--- src/rtl/vreg_pkg.sv ---
package vreg_pkg;
    localparam int NREG  = 47;
    localparam int SEL_W = 6;
    localparam int NSPR  = 8;

    localparam logic [SEL_W-1:0] OFF_CR1   = 6'h11;
    localparam logic [SEL_W-1:0] OFF_RAST  = 6'h12;
    localparam logic [SEL_W-1:0] OFF_CR2   = 6'h16;
    localparam logic [SEL_W-1:0] OFF_MPTR  = 6'h18;
    localparam logic [SEL_W-1:0] OFF_IFLAG = 6'h19;
    localparam logic [SEL_W-1:0] OFF_IMASK = 6'h1A;
    localparam logic [SEL_W-1:0] OFF_CSS   = 6'h1E;
    localparam logic [SEL_W-1:0] OFF_CSB   = 6'h1F;
    localparam logic [SEL_W-1:0] OFF_COL0  = 6'h20;

    typedef logic [NREG-1:0][7:0] regfile_t;

    // Bits with no storage behind them; they read back as ones.
    function automatic logic [7:0] hi_mask(input logic [SEL_W-1:0] off);
        logic [7:0] m;
        m = 8'h00;
        if (off >= OFF_COL0 && int'(off) < NREG) m = 8'hF0;
        case (off)
            OFF_CR2:   m = 8'hC0;
            OFF_MPTR:  m = 8'h01;
            OFF_IFLAG: m = 8'h70;
            OFF_IMASK: m = 8'hF0;
            default:   ;
        endcase
        return m;
    endfunction

    // Stored reset pattern (masked bits held at zero).
    function automatic logic [7:0] rst_val(input logic [SEL_W-1:0] off);
        case (off)
            OFF_CR1:  return 8'h1B;
            OFF_CR2:  return 8'h08;
            OFF_MPTR: return 8'h14;
            default:  return 8'h00;
        endcase
    endfunction

    function automatic logic cpu_writable(input logic [SEL_W-1:0] off);
        return (int'(off) < NREG) && (off != OFF_IFLAG) && (off != OFF_IMASK)
            && (off != OFF_CSS) && (off != OFF_CSB);
    endfunction
endpackage

--- src/rtl/vreg_decode.sv ---
module vreg_decode
    import vreg_pkg::*;
#(
    parameter int ADDR_W = 10
) (
    input  logic              cs,
    input  logic              we,
    input  logic [ADDR_W-1:0] addr,
    output logic [SEL_W-1:0]  off,
    output logic              rd_en,
    output logic              wr_en,
    output logic              flag_wr,
    output logic              mask_wr
);
    // Upper bits only choose the mirror window and carry no meaning.
    logic unused_win;
    assign unused_win = ^addr[ADDR_W-1:SEL_W];

    always_comb begin
        off     = addr[SEL_W-1:0];
        rd_en   = cs & ~we;
        wr_en   = cs & we;
        flag_wr = wr_en && (off == OFF_IFLAG);
        mask_wr = wr_en && (off == OFF_IMASK);
    end
endmodule

--- src/rtl/vreg_store.sv ---
module vreg_store
    import vreg_pkg::*;
(
    input  logic             clk,
    input  logic             rst_n,
    input  logic [SEL_W-1:0] off,
    input  logic             rd_en,
    input  logic             wr_en,
    input  logic [7:0]       wdata,
    input  logic [NSPR-1:0]  coll_ss,
    input  logic [NSPR-1:0]  coll_sb,
    output regfile_t         regs
);
    typedef struct packed {
        regfile_t regs;
    } store_t;

    store_t st_d, st_q;

    function automatic store_t init_state();
        store_t s;
        for (int i = 0; i < NREG; i++) s.regs[i] = rst_val(SEL_W'(i));
        return s;
    endfunction

    always_comb begin
        st_d = st_q;
        for (int i = 0; i < NREG; i++) begin
            if (wr_en && off == SEL_W'(i) && cpu_writable(SEL_W'(i)))
                st_d.regs[i] = wdata & ~hi_mask(SEL_W'(i));
        end
        st_d.regs[OFF_CSS] = ((rd_en && off == OFF_CSS) ? 8'h00 : st_q.regs[OFF_CSS]) | coll_ss;
        st_d.regs[OFF_CSB] = ((rd_en && off == OFF_CSB) ? 8'h00 : st_q.regs[OFF_CSB]) | coll_sb;
    end

    always_ff @(posedge clk or negedge rst_n) begin
        if (!rst_n) st_q <= init_state();
        else        st_q <= st_d;
    end

    assign regs = st_q.regs;


    coll_clear_chk: assert property (@(posedge clk) disable iff (!rst_n)
        (rd_en && off == OFF_CSS && coll_ss == '0) |=> (st_q.regs[OFF_CSS] == 8'h00));


    coll_sticky_chk: assert property (@(posedge clk) disable iff (!rst_n)
        !(rd_en && off == OFF_CSB) |=>
            ((st_q.regs[OFF_CSB] & $past(st_q.regs[OFF_CSB])) == $past(st_q.regs[OFF_CSB])));


    coll_keep_new_chk: assert property (@(posedge clk) disable iff (!rst_n)
        (rd_en && off == OFF_CSS) |=> ((st_q.regs[OFF_CSS] & $past(coll_ss)) == $past(coll_ss)));
endmodule

--- src/rtl/vreg_rdmux.sv ---
module vreg_rdmux
    import vreg_pkg::*;
#(
    parameter int RAST_W = 9
) (
    input  logic [SEL_W-1:0]  off,
    input  regfile_t          regs,
    input  logic [RAST_W-1:0] raster,
    input  logic [7:0]        irq_flag,
    input  logic [7:0]        irq_mask,
    output logic [7:0]        value
);
    always_comb begin
        value = 8'hFF;
        if (int'(off) < NREG) begin
            case (off)
                OFF_CR1:   value = {raster[8], regs[OFF_CR1][6:0]};
                OFF_RAST:  value = raster[7:0];
                OFF_IFLAG: value = irq_flag | hi_mask(off);
                OFF_IMASK: value = irq_mask | hi_mask(off);
                default:   value = regs[off] | hi_mask(off);
            endcase
        end
    end
endmodule

--- src/rtl/vreg_bank.sv ---
module vreg_bank
    import vreg_pkg::*;
#(
    parameter int ADDR_W = 10,
    parameter int RAST_W = 9
) (
    input  logic                clk,
    input  logic                rst_n,
    input  logic                cs,
    input  logic                we,
    input  logic [ADDR_W-1:0]   addr,
    input  logic [7:0]          wdata,
    output logic [7:0]          rdata,
    input  logic [RAST_W-1:0]   raster_i,
    input  logic [NSPR-1:0]     coll_ss_i,
    input  logic [NSPR-1:0]     coll_sb_i,
    input  logic [7:0]          irq_flag_i,
    input  logic [7:0]          irq_mask_i,
    output logic                flag_wr_o,
    output logic                mask_wr_o,
    output logic [NREG*8-1:0]   regs_o
);
    typedef struct packed {
        logic [7:0] rdata;
    } bus_t;

    logic [SEL_W-1:0] off;
    logic             rd_en, wr_en;
    logic [7:0]       rd_value;
    regfile_t         regs;
    bus_t             bus_d, bus_q;

    vreg_decode #(.ADDR_W(ADDR_W)) u_decode (
        .cs(cs), .we(we), .addr(addr), .off(off),
        .rd_en(rd_en), .wr_en(wr_en), .flag_wr(flag_wr_o), .mask_wr(mask_wr_o)
    );

    vreg_store u_store (
        .clk(clk), .rst_n(rst_n), .off(off), .rd_en(rd_en), .wr_en(wr_en),
        .wdata(wdata), .coll_ss(coll_ss_i), .coll_sb(coll_sb_i), .regs(regs)
    );

    vreg_rdmux #(.RAST_W(RAST_W)) u_rdmux (
        .off(off), .regs(regs), .raster(raster_i),
        .irq_flag(irq_flag_i), .irq_mask(irq_mask_i), .value(rd_value)
    );

    always_comb begin
        bus_d = bus_q;
        if (rd_en) bus_d.rdata = rd_value;
    end

    always_ff @(posedge clk or negedge rst_n) begin
        if (!rst_n) bus_q <= '0;
        else        bus_q <= bus_d;
    end

    assign rdata  = bus_q.rdata;
    assign regs_o = regs;


    gap_read_chk: assert property (@(posedge clk) disable iff (!rst_n)
        (rd_en && int'(addr[SEL_W-1:0]) >= NREG) |=> (rdata == 8'hFF));


    raster_read_chk: assert property (@(posedge clk) disable iff (!rst_n)
        (cs && !we && addr[SEL_W-1:0] == OFF_RAST) |=> (rdata == $past(raster_i[7:0])));


    unconn_read_chk: assert property (@(posedge clk) disable iff (!rst_n)
        (cs && !we && addr[SEL_W-1:0] == OFF_CR2) |=> (rdata[7:6] == 2'b11));


    rdata_hold_chk: assert property (@(posedge clk) disable iff (!rst_n)
        !(cs && !we) |=> $stable(rdata));
endmodule

--- config.mk ---
export PLATFORM = sky130hd
export DESIGN_NAME = vreg_bank
export DESIGN_NICKNAME = d
export VERILOG_FILES = /design/src/rtl/vreg_pkg.sv /design/src/rtl/vreg_decode.sv /design/src/rtl/vreg_store.sv /design/src/rtl/vreg_rdmux.sv /design/src/rtl/vreg_bank.sv
export SDC_FILE = /design/constraint.sdc
export NUM_CORES = 1
export LEC_CHECK = 0
export BUFFER_PORTS_ARGS = -buffer_cell sky130_fd_sc_hd__buf_4
export CAP_MARGIN = 20
export CORE_UTILIZATION = 30
export CTS_BUF_LIST = sky130_fd_sc_hd__clkbuf_2 sky130_fd_sc_hd__clkbuf_4 sky130_fd_sc_hd__clkbuf_8
export CTS_CLUSTER_SIZE = 40
export DETAILED_ROUTE_END_ITERATION = 8
export GPL_TIMING_DRIVEN = 0
export PLACE_DENSITY = 0.51
export SYNTH_ARGS = -nofsm -noshare
export SYNTH_HDL_FRONTEND = slang
export SYNTH_SLANG_ARGS = --single-unit
--- constraint.sdc ---
create_clock -name clk -period 3.7 [get_ports clk]
set_input_delay 0.74 -clock clk [delete_from_list [all_inputs] [get_ports clk]]
set_output_delay 0.74 -clock clk [all_outputs]
set_load 0.01 [all_outputs]
==> metrics.log <==
[metrics] maximum number of pins on one net before global-route repair: 117
[metrics] TritonCTS clock tree: built
[metrics] worst hold-check path type: input port to async pin
[metrics] crit path DAT: 2430 ps
[metrics] Nets: 1653
[metrics] mean instance size in the synthesized netlist: 13.85 µm²
[metrics] internal power component: 6549 µW
[metrics] layout cell share with drive strength beyond 1: 0.5672
[metrics] unrepaired setup endpoints after global routing: no
[metrics] clock root buffer master: sky130_fd_sc_hd__clkbuf_8
[metrics] worst skew pair latency: 660 ps
[metrics] Util after Layout: 0.4070
[metrics] category of the worst setup path launch point: input port
[metrics] vias in the first global route: 11910
[metrics] post-synthesis sequential element count: 305
[metrics] vias post-DR: 11820
[metrics] clock buffers created by TritonCTS: 57
[metrics] Synth Cell Area: 15170 µm²
[metrics] part of the total power dissipated in sequential elements: 0.419
[metrics] DR DRC count: 0
[metrics] remaining global-route overflow: 0
[metrics] leak pwr: 0.01016 µW
[metrics] power per unit of standard cell area: 451.8 nW/µm²
[metrics] count of flip-flops with a built-in enable after synthesis: 0
[metrics] fraction of power spent switching nets: 0.2873
[metrics] deepest level of the CTS H-tree: 2
[metrics] antenna violation net count after detailed routing: 0
[metrics] final routed wire length divided by cell count: 29.98 µm
[metrics] adder and majority gate portion of the synthesized area: 0
[metrics] maximum ir drop on the vdd rail: 0.0002415 V
[metrics] final critical-path share of the clock period: 0.8571
[metrics] starting density of the core: 0.3036
[metrics] quantity of hold-fixing buffers added after cts: 0
[metrics] Unique masters post-synth: 66
[metrics] Final Critical Period: 3171 ps
[metrics] clock slew seen by the registers of the worst setup and hold paths: 50 ps
[metrics] total global routing track utilization: 0.2685
[metrics] synth-to-layout area growth: 34.09%
[metrics] number of endpoints failing setup at the final stage: 0
[metrics] status: completed
[metrics] final number of max-transition violations: 0
[metrics] uppermost layer routed: met4
[metrics] headroom to the max-slew limit: 0.2850
[metrics] placeable core region: 49970 µm²
[metrics] Setup CP Type: input port to output pin
[metrics] area taken by flip-flops and latches: 7641 µm²
[metrics] number of standard cells in the layout, taps in and fillers out: 2310
[metrics] placed cell count: 2203
[metrics] maximum capacitance violations: 0
[metrics] path depth of the worst reg2reg path: 5
[metrics] number of buffer cells added on primary ports: 353
[metrics] category of the worst setup path capture point: output pin
[metrics] design area: 20340 µm²
[metrics] proportion of synthesized area in mux cells: 0.3157
[metrics] dominant combinational cell family by area after synthesis: multiplexers
[metrics] Max Clk Rate: 315.3 MHz
[metrics] Total Routed Length: 69250 µm
[metrics] sw power: 2640 µW
[metrics] met2 routed wirelength: 33650 µm
[metrics] postcts setup bufs: 0
[metrics] portion of total power attributed to combinational logic: 0.182
[metrics] # clock sinks: 305
[metrics] cell area after placement: 19050 µm²
[metrics] DR WL met3: 4924 µm
[metrics] final hold violation count: 0
[metrics] Tightest Pin Transition: 1067 ps
[metrics] multi-input combinational cell area: 6766 µm²
[metrics] required time at the endpoint of the critical path: 2960 ps
[metrics] die area: 51460 µm²
[metrics] most frequently used flop master after synthesis: sky130_fd_sc_hd__dfrtp_1
[metrics] crit path max fanout: 10
[metrics] first-pass GRT wire length: 94590 µm
[metrics] Pwr Total: 9188 µW
[metrics] compound-gate portion of the synthesized area: 0.05568
[metrics] number of synthesis warnings: 0
[metrics] half-perimeter wire length after detailed placement: 51080 µm
[metrics] synthesized-area fraction occupied by and/or/nand/nor cells: 0.05478
[metrics] drt first-iter violations: 718
[metrics] total iterations of the first detailed-routing run: 5
[metrics] number of antenna violations at the first check in global routing: 4
[metrics] Die Width: 226.9 µm
[metrics] Clock Power Share: 0.398
[metrics] hold_ws: 97.81 ps
[metrics] length of routed wiring on met1: 28820 µm
[metrics] setup clock skew after layout: 21.59 ps
[metrics] Routability Congestion: 0.9192
[metrics] r2r setup slk: 1430 ps
[metrics] count of mapped cells out of synthesis: 1095
[metrics] Fill cells: 4854
[metrics] number of I/O pins: 449
[metrics] vias per std cell: 5.116
[metrics] Seq/Total Area, Yosys: 0.5038
[metrics] Post-CTS Resized: 0
[metrics] share of async-settable or async-resettable flops after synthesis: 1.000
[metrics] buffers from clock root to sink, at most: 3
[metrics] Rows: 82
[metrics] xor/xnor share of the synthesized area: 0
[metrics] height of the die: 226.9 µm
per-layer routing:
metal | track usage | vias up
met4 | 0.08566 | 0
met5 | 0 | -
li1 | - | 4962
met3 | 0.05922 | 100
met1 | 0.3471 | 6232
met2 | 0.4446 | 523
final cells by class:
class | count | area share
clock buffer | 95 | 0.05783
inverter | 4 | 0.0007383
clock inverter | 10 | 0.005229
timing repair buffer | 358 | 0.1349
sequential | 305 | 0.3757
tap | 672 | 0.04134
buffer | 154 | 0.05131
multi-input combinational | 710 | 0.3327
antenna | 2 | 0.0002461
power by group through the flow:
| stage | Clock, µW | Combinational (µW) | Sequential, µW |
|---|---|---|---|
| 2_1_floorplan | 0 | 664 | 3960 |
| 3_3_place_gp | 0 | 1670 | 3900 |
| 4_1_cts | 3740 | 1690 | 3850 |
| 5_1_grt | 3890 | 1780 | 3890 |
| 3_5_place_dp | 0 | 1690 | 3910 |
| 6_report | 3660 | 1680 | 3850 |
final timing paths:
kind / startpoint / endpoint
setup reg to reg: u_store.regs[161]$_DFFE_PN0P_ / rdata[1]$_DFFE_PN0P_
hold reg to reg: u_store.regs[254]$_DFF_PN0_ / u_store.regs[254]$_DFF_PN0_
max in group asynchronous: rst_n / u_store.regs[330]$_DFFE_PN0P_
min in group clk: coll_ss_i[6] / u_store.regs[246]$_DFF_PN0_
hold / removal: rst_n / u_store.regs[47]$_DFFE_PN0P_
setup / recovery: addr[0] / mask_wr_o
Yosys cell counts (all sizes together) (5+ instances only):
library cell,instances,area share
buf,118,0.059
mux2i,33,0.022
nand3,45,0.015
mux2,284,0.21
a22oi,9,0.0045
o21ai,6,0.0020
clkbuf,35,0.0087
and3,12,0.0049
mux4,54,0.083
dfrtp,298,0.49
a21o,18,0.0089
a31oi,7,0.0029
nand2,14,0.0036
nor2,31,0.0083
a2111oi,10,0.0074
nand4,5,0.0021
nor3,12,0.0056
a32oi,5,0.0029
a21oi,10,0.0035
nor2b,16,0.0068
dfstp,7,0.012
a22o,10,0.0058
sequential cells by signal, indices dropped and copies added, names as in the netlist:
register and cells:
rdata 8, u_store.regs 297
through the flow:
stage / worst slack, ps / TNS, ps
floorplan: 1222 / 0
global route: 486.5 / 0
finish: 528.9 / 0
global placement: -1061 / -304460
detailed placement: 16.15 / 0
CTS: 562.0 / 0
placed cells by master (no fill, tap or decap), types with 6 or more instances in the layout:
cell and count:
sky130_fd_sc_hd__buf_4 439, sky130_fd_sc_hd__dfrtp_1 298, sky130_fd_sc_hd__mux2_2 284, sky130_fd_sc_hd__conb_1 79
sky130_fd_sc_hd__clkbuf_8 74, sky130_fd_sc_hd__nand3_1 45, sky130_fd_sc_hd__mux4_2 42, sky130_fd_sc_hd__clkbuf_1 34
sky130_fd_sc_hd__mux2i_1 33, sky130_fd_sc_hd__nor2_1 27, sky130_fd_sc_hd__clkbuf_4 21, sky130_fd_sc_hd__a21o_1 18
sky130_fd_sc_hd__nor2b_1 15, sky130_fd_sc_hd__buf_2 14, sky130_fd_sc_hd__nand2_1 13, sky130_fd_sc_hd__buf_6 13
sky130_fd_sc_hd__and3_1 12, sky130_fd_sc_hd__mux4_1 11, sky130_fd_sc_hd__a22o_1 10, sky130_fd_sc_hd__a22oi_1 9
sky130_fd_sc_hd__a21oi_1 9, sky130_fd_sc_hd__a2111oi_0 8, sky130_fd_sc_hd__a31oi_1 7, sky130_fd_sc_hd__nor3_1 7
sky130_fd_sc_hd__dfstp_2 7, sky130_fd_sc_hd__clkinv_2 6
worst max-delay path, cell delays in order:
cell	delay [ps]
sky130_fd_sc_hd__buf_6	150
sky130_fd_sc_hd__nor2b_1	120
sky130_fd_sc_hd__clkbuf_1	360
sky130_fd_sc_hd__clkbuf_1	590
sky130_fd_sc_hd__and3_1	310
sky130_fd_sc_hd__buf_4	140
kinds of logic (layout without fill, tap and decap cells):
kind of cell           count (synthesis)  after routing
buffers and inverters                158            621
and+or+nand+nor                      154            154
muxes                                371            371
AOI/OAI and AO/OA                    106            106
other                                  1             81
DFF                                  305            305
Power figures use the tool's default switching activity.
